$ cat config.mk
export PLATFORM = sky130hd
export DESIGN_NAME = fusemap_mgr
export DESIGN_NICKNAME = d
export VERILOG_FILES = /design/src/rtl/fusemap_pkg.sv /design/src/rtl/fusemap_entry_enc.sv /design/src/rtl/fusemap_inval.sv /design/src/rtl/fusemap_scan_eval.sv /design/src/rtl/fusemap_mgr.sv
export SDC_FILE = /design/constraint.sdc
export NUM_CORES = 1
export LEC_CHECK = 0
export CORE_ASPECT_RATIO = 1.75
export CORE_MARGIN = 4
export CORE_UTILIZATION = 46
export CTS_CLUSTER_SIZE = 40
export DETAILED_ROUTE_END_ITERATION = 10
export PLACE_DENSITY = 0.81
export SLEW_MARGIN = 20
export SYNTH_ARGS = -nofsm -noshare
export SYNTH_HDL_FRONTEND = slang
export SYNTH_SLANG_ARGS = --single-unit
export TNS_END_PERCENT = 100
$ cat constraint.sdc
create_clock -name clk -period 2.84 [get_ports clk]
set_clock_uncertainty 0.1 [all_clocks]
set_input_delay 0.568 -clock clk [delete_from_list [all_inputs] [get_ports clk]]
set_output_delay 0.568 -clock clk [all_outputs]
set_load 0.005 [all_outputs]
$ cat src/rtl/fusemap_pkg.sv
`timescale 1ns/1ps
package fusemap_pkg;
   typedef enum logic [1:0] {
      OP_ALLOC  = 2'd0,
      OP_ENCODE = 2'd1,
      OP_INVAL  = 2'd2,
      OP_COUNT  = 2'd3
   } fm_op_e;

   typedef enum logic [1:0] {
      ST_IDLE,
      ST_RD,
      ST_WR,
      ST_DONE
   } fm_state_e;

   localparam int BYTE_W = 8;
   localparam int WORD_W = 16;
endpackage

$ cat src/rtl/fusemap_entry_enc.sv
`timescale 1ns/1ps
// Builds a map entry: six address bits plus two inverted check bits.
module fusemap_entry_enc #(
   parameter int LADDR_W  = 10,
   parameter int ADDR_LSB = 4
) (
   input  logic [LADDR_W-1:0] laddr,
   output logic [7:0]         entry
);
   localparam int FIELD_W = LADDR_W - ADDR_LSB;

   if (FIELD_W != 6) begin : g_bad_field
      $error("fusemap_entry_enc: address field must be 6 bits");
   end

   logic [5:0] fld;
   assign fld   = laddr[ADDR_LSB +: 6];
   assign entry = {~^fld[5:2], ~^fld[3:0], fld};
endmodule

$ cat src/rtl/fusemap_inval.sv
`timescale 1ns/1ps
// Sets the lowest clear bit among the low BURN_BITS bits of a byte.
module fusemap_inval #(
   parameter int BURN_BITS = 7
) (
   input  logic [7:0] byte_in,
   output logic [7:0] byte_out
);
   if (BURN_BITS < 1 || BURN_BITS > 7) begin : g_bad_bits
      $error("fusemap_inval: BURN_BITS must be 1..7");
   end

   // run[i] is high when every bit below i is already burnt
   logic [BURN_BITS-1:0] run;
   assign run[0] = 1'b1;

   for (genvar i = 1; i < BURN_BITS; i++) begin : g_run
      assign run[i] = run[i-1] & byte_in[i-1];
   end

   for (genvar i = 0; i < BURN_BITS; i++) begin : g_out
      assign byte_out[i] = byte_in[i] | run[i];
   end

   assign byte_out[7:BURN_BITS] = byte_in[7:BURN_BITS];
endmodule

$ cat src/rtl/fusemap_scan_eval.sv
`timescale 1ns/1ps
// Judges one map word during a scan.
module fusemap_scan_eval #(
   parameter int ADDR_W    = 10,
   parameter int MAP_START = 'h2D0,
   parameter int MAP_END   = 'h2FC,
   parameter int BLK_W     = 6,
   parameter int CNT_W     = 6
) (
   input  logic [ADDR_W-1:0] addr,
   input  logic [15:0]       rdata,
   output logic              found,
   output logic [BLK_W-1:0]  blk,
   output logic [CNT_W-1:0]  cnt
);
   logic              lo_free, hi_free;
   logic [ADDR_W-1:0] off, left;

   assign lo_free = (rdata[7:0] == 8'h00);
   assign hi_free = (rdata[15:8] == 8'h00) && (addr != ADDR_W'(MAP_END));
   assign found   = lo_free | hi_free;
   assign off     = addr - ADDR_W'(MAP_START);
   assign left    = ADDR_W'(MAP_END) - addr;
   assign blk     = lo_free ? BLK_W'(off) : BLK_W'(off + ADDR_W'(1));
   assign cnt     = lo_free ? CNT_W'(left + ADDR_W'(1)) : CNT_W'(left);
endmodule

$ cat src/rtl/fusemap_mgr.sv
`timescale 1ns/1ps
module fusemap_mgr import fusemap_pkg::*; #(
   parameter int ADDR_W    = 10,
   parameter int LADDR_W   = 10,
   parameter int MAP_START = 'h2D0,
   parameter int MAP_END   = 'h2FC,
   parameter int RES_W     = 16,
   localparam int N_ENT    = MAP_END - MAP_START + 2,
   localparam int BLK_W    = $clog2(N_ENT),
   localparam int CNT_W    = $clog2(N_ENT + 1)
) (
   input  logic               clk,
   input  logic               rst_n,
   input  logic               cmd_valid,
   input  logic [1:0]         cmd_op,
   input  logic [BLK_W-1:0]   cmd_blk,
   input  logic [LADDR_W-1:0] cmd_laddr,
   output logic               done,
   output logic [RES_W-1:0]   res_blk,
   output logic [CNT_W-1:0]   res_count,
   output logic               res_full,
   output logic               phy_req,
   output logic               phy_we,
   output logic [ADDR_W-1:0]  phy_addr,
   output logic [15:0]        phy_wdata,
   input  logic               phy_ack,
   input  logic [15:0]        phy_rdata
);
   if (MAP_START % 2 != 0 || MAP_END % 2 != 0) begin : g_bad_align
      $error("fusemap_mgr: map bounds must be even");
   end
   if (MAP_END <= MAP_START || MAP_END >= (1 << ADDR_W)) begin : g_bad_range
      $error("fusemap_mgr: map bounds out of range");
   end
   if (RES_W < BLK_W) begin : g_bad_res
      $error("fusemap_mgr: result too narrow");
   end

   fm_state_e         state_q;
   fm_op_e            op_q, op_in;
   logic [ADDR_W-1:0] addr_q, ent_addr, ent_word;
   logic [15:0]       wdata_q, enc_word, inv_word;
   logic              hi_q;
   logic [7:0]        enc_byte, old_byte, new_byte;
   logic              scan_found;
   logic [BLK_W-1:0]  scan_blk;
   logic [CNT_W-1:0]  scan_cnt;

   assign op_in    = fm_op_e'(cmd_op);
   assign ent_addr = ADDR_W'(MAP_START) + ADDR_W'(cmd_blk);
   assign ent_word = {ent_addr[ADDR_W-1:1], 1'b0};

   fusemap_entry_enc #(.LADDR_W(LADDR_W), .ADDR_LSB(4)) u_enc (
      .laddr (cmd_laddr),
      .entry (enc_byte)
   );
   assign enc_word = ent_addr[0] ? {enc_byte, 8'h00} : {8'h00, enc_byte};

   assign old_byte = hi_q ? phy_rdata[15:8] : phy_rdata[7:0];
   fusemap_inval #(.BURN_BITS(7)) u_inval (
      .byte_in  (old_byte),
      .byte_out (new_byte)
   );
   assign inv_word = hi_q ? {new_byte, phy_rdata[7:0]} : {phy_rdata[15:8], new_byte};

   fusemap_scan_eval #(
      .ADDR_W(ADDR_W), .MAP_START(MAP_START), .MAP_END(MAP_END),
      .BLK_W(BLK_W), .CNT_W(CNT_W)
   ) u_scan (
      .addr  (addr_q),
      .rdata (phy_rdata),
      .found (scan_found),
      .blk   (scan_blk),
      .cnt   (scan_cnt)
   );

   always_ff @(posedge clk or negedge rst_n) begin
      if (!rst_n) begin
         state_q   <= ST_IDLE;
         op_q      <= OP_ALLOC;
         addr_q    <= '0;
         wdata_q   <= '0;
         hi_q      <= 1'b0;
         res_blk   <= '1;
         res_count <= '0;
         res_full  <= 1'b0;
      end else begin
         case (state_q)
            ST_IDLE: if (cmd_valid) begin
               op_q <= op_in;
               hi_q <= ent_addr[0];
               case (op_in)
                  OP_ENCODE: begin
                     addr_q  <= ent_word;
                     wdata_q <= enc_word;
                     state_q <= ST_WR;
                  end
                  OP_INVAL: begin
                     addr_q  <= ent_word;
                     state_q <= ST_RD;
                  end
                  default: begin
                     addr_q  <= ADDR_W'(MAP_START);
                     state_q <= ST_RD;
                  end
               endcase
            end
            ST_RD: if (phy_ack) begin
               if (op_q == OP_INVAL) begin
                  wdata_q <= inv_word;
                  state_q <= ST_WR;
               end else if (scan_found) begin
                  res_blk   <= RES_W'(scan_blk);
                  res_count <= scan_cnt;
                  res_full  <= 1'b0;
                  state_q   <= ST_DONE;
               end else if (addr_q == ADDR_W'(MAP_END)) begin
                  res_blk   <= '1;
                  res_count <= '0;
                  res_full  <= 1'b1;
                  state_q   <= ST_DONE;
               end else begin
                  addr_q <= addr_q + ADDR_W'(2);
               end
            end
            ST_WR: if (phy_ack) state_q <= ST_DONE;
            default: state_q <= ST_IDLE;
         endcase
      end
   end

   assign phy_req   = (state_q == ST_RD) || (state_q == ST_WR);
   assign phy_we    = (state_q == ST_WR);
   assign phy_addr  = addr_q;
   assign phy_wdata = wdata_q;
   assign done      = (state_q == ST_DONE);
endmodule

==> results_dict.tcl <==
set metrics [dict create \
    period_share_pct 86.8 \
    slew_headroom_pct 34.4 \
    ios 90 \
    dr.pass1.iters 4 \
    antenna_cells 0 \
    critPathCaptureType "register" \
    ys_seq_area_share_pct 41.7 \
    slew_viol_final 0 \
    run_status "finished clean" \
    nFillCells 479 \
    grt_overflow 0 \
    antenna_found_initial 0 \
    synthXorXnorAreaFrac_pct 2.63 \
    grt_max_degree 45 \
    synth_ff_type "dfrtp_1" \
    synth_edf_count 0 \
    yosysMostFrequentCell "dfrtp_1" \
    synth_top_area_cell "dfrtp_1" \
    core_area_um2 5590 \
    synth_seq_cells 44 \
    reg2reg_depth 6 \
    leakagePower_nw 1.52 \
    drive_above_1_share_pct 10.6 \
    place.gp.congestion 0.855 \
    final_util_pct 64.8 \
    clkLatencyLatePin_ns 0.30 \
    power.total_w 0.00349 \
    postCtsResizedCells 0 \
    syn_nets 340 \
    wl_per_cell_um 16.5 \
    cts_num_sinks 44 \
    syn_to_final_growth_pct 36.0 \
    arrival_ns 2.55 \
    r2r_slack_ns 0.54 \
    htreeDepth 2 \
    hold_slack_ns 0.318 \
    synth.avg_cell_area_um2 9.12 \
    start_util_pct 47.7 \
    pwr_density_cell_nw_per_um2 964 \
    grt_usage_pct 21.4 \
    setup_violations 0 \
    dieArea_um2 7120 \
    antenna_left 0 \
    clk_root_buffer_cell "clkbuf_8" \
    via_count 2495 \
    min_period_ns 2.47 \
    rows 36 \
    hold_buffers 0 \
    cts_buffers 5 \
    synth_area_leaders "dfrtp_1 35%, dfstp_2 6.9%, a21oi_1 5.5%, ha_1 4.7%, nand2_1 3.9%" \
    fin_cells 444 \
    r2r_end "state_q[1]" \
    tightest_slew_ns 0.985 \
    viasPerCell 5.62 \
    synth.top_cell.area_share_pct 34.8 \
    grt_first_pass_wirelength_mm 11.6 \
    drt-initial-drc-count 90 \
    rsz0062_at_grt "no" \
    crit_fanout 5 \
    port_buffers 84 \
    crit_required_ns 2.93 \
    synth_fa_ha_area_share_pct 4.70 \
    cts_max_path_buffers 2 \
    synth_top_family_by_area "simple AND/OR/NAND/NOR gates" \
    hold_viol_final 0 \
    critPathLaunchType "input pin" \
    clk_pin_slew_ns 0.09 \
    dp.cells 436 \
    synth_common_cells "37 x dfrtp_1, 29 x a21oi_1, 28 x nand2_1" \
    yosysWarnings 0 \
    dp_hpwl_mm 5.69 \
    die_h_um 109 \
    synth_cell_type_count 49 \
    drc 0 \
    tritoncts "done" \
    wirelength_mm 7.34 \
    synth-compound-area-share_pct 19.0 \
    fin_tns_setup_ns 0 \
    cts_setup_buffers 0 \
    synth-simple-area-share_pct 20.1 \
    hp-class "in -> async" \
    ir_drop_uv 613 \
    worstSetupPathType "in -> reg" \
    r2r_start "phy_addr[4]" \
    die_w_um 65.5 \
    max_freq_mhz 406 \
    synth.area.mux_share_pct 5.50 \
    syn_area_um2 2660 \
    netlist_instances 292 \
    fin_nets 415 \
    async_flop_share_pct 100 \
    drv_cap 0 \
    grt_pass1_vias 2490 \
]
-- metal layers --
layer	global-route usage, %	routed length, um	up-vias
met5	0	0	-
met4	9.05	217	0
met3	4.02	465	18
met2	42.1	4170	102
met1	20.9	2480	1183
li1	-	-	1192
-- worst max path at each step --
stage,from,to,slack (ns),depth (start not counted)
2_1_floorplan,state_q[1],phy_wdata[12],0.74,8
6_report,phy_rdata[9],state_q[1],0.37,6
4_1_cts,phy_rdata[14],state_q[1],0.41,6
3_3_place_gp,phy_rdata[9],state_q[1],0.14,6
3_5_place_dp,phy_rdata[14],state_q[1],0.1,6
5_1_grt,phy_rdata[9],state_q[1],0.27,6
-- metrics by stage --
stage	cell area, um2	setup WS (ns)
2_1_floorplan	2660	0.738
3_3_place_gp	3510	0.142
3_5_place_dp	3510	0.0986
4_1_cts	3620	0.411
5_1_grt	3620	0.271
6_report	3620	0.375
-- power breakdown --
group / leakage [nW] / total (W) / internal (W) / switching (W)
logic: 0.938 / 0.00183 / 0.00101 / 0.000819
registers: 0.524 / 0.00118 / 0.000907 / 0.000268
clock network: 0.0541 / 0.000488 / 0.000261 / 0.000228
total: 1.52 / 0.00349 / 0.00218 / 0.00132
-- flip-flops by register name, summed over array words and instances (netlist names) --
signal / count
hi_q: 1
op_q: 2
phy_addr: 9
phy_wdata: 16
res_blk: 7
res_count: 6
res_full: 1
state_q: 2
-- logic make-up (layout without fill, tap and decap cells) --
logic type | Yosys count | after routing
buffers and inverters | 33 | 109
DFF | 44 | 44
xor gates and xnor gates | 8 | 8
adders and majority gates | 10 | 10
AOI/OAI and AO/OA | 78 | 78
other | 1 | 1
muxes | 13 | 13
and+or+nand+nor | 105 | 105
-- placed cells by master, fill, tap and decap left out, drive strengths merged, types with 2 or more instances in the layout --
| cell type | count |
|---|---|
| xor2 | 3 |
| xnor2 | 5 |
| ha | 10 |
| buf | 6 |
| o31ai | 4 |
| o21ai | 18 |
| dfstp | 7 |
| nor4 | 8 |
| dfrtp | 37 |
| clkdlybuf4s50 | 83 |
| mux2 | 13 |
| o211ai | 2 |
| a31oi | 5 |
| nand2 | 28 |
| o21a | 2 |
| a21o | 3 |
| nor2b | 2 |
| nor3 | 5 |
| a211o | 2 |
| and2 | 3 |
| and4 | 2 |
| nand2b | 2 |
| a21oi | 31 |
| nand4 | 3 |
| nor2 | 25 |
| a211oi | 2 |
| nand3 | 15 |
| inv | 11 |
| a22oi | 2 |
| o22a | 2 |
| clkinv | 2 |
| clkbuf | 5 |
| and3 | 9 |
-- worst max-delay path, cell delays in order --
cell and delay [ns]:
clkdlybuf4s50_1 0.46, nor4_1 0.40, and2_1 0.28, nor3_1 0.15, a31oi_1 0.31, mux2_2 0.38
-- final cells by class --
class | instances | area (um2) | share of cell area (%)
Clock buffer | 5 | 68.8 | 1.90
Clock inverter | 3 | 42.5 | 1.17
Inverter | 12 | 45.0 | 1.24
Multi-Input combinational cell | 215 | 1390 | 38.3
Sequential cell | 44 | 1110 | 30.6
Tap cell | 76 | 95.1 | 2.63
Timing Repair Buffer | 89 | 873 | 24.1
Power figures use the tool's default switching activity.
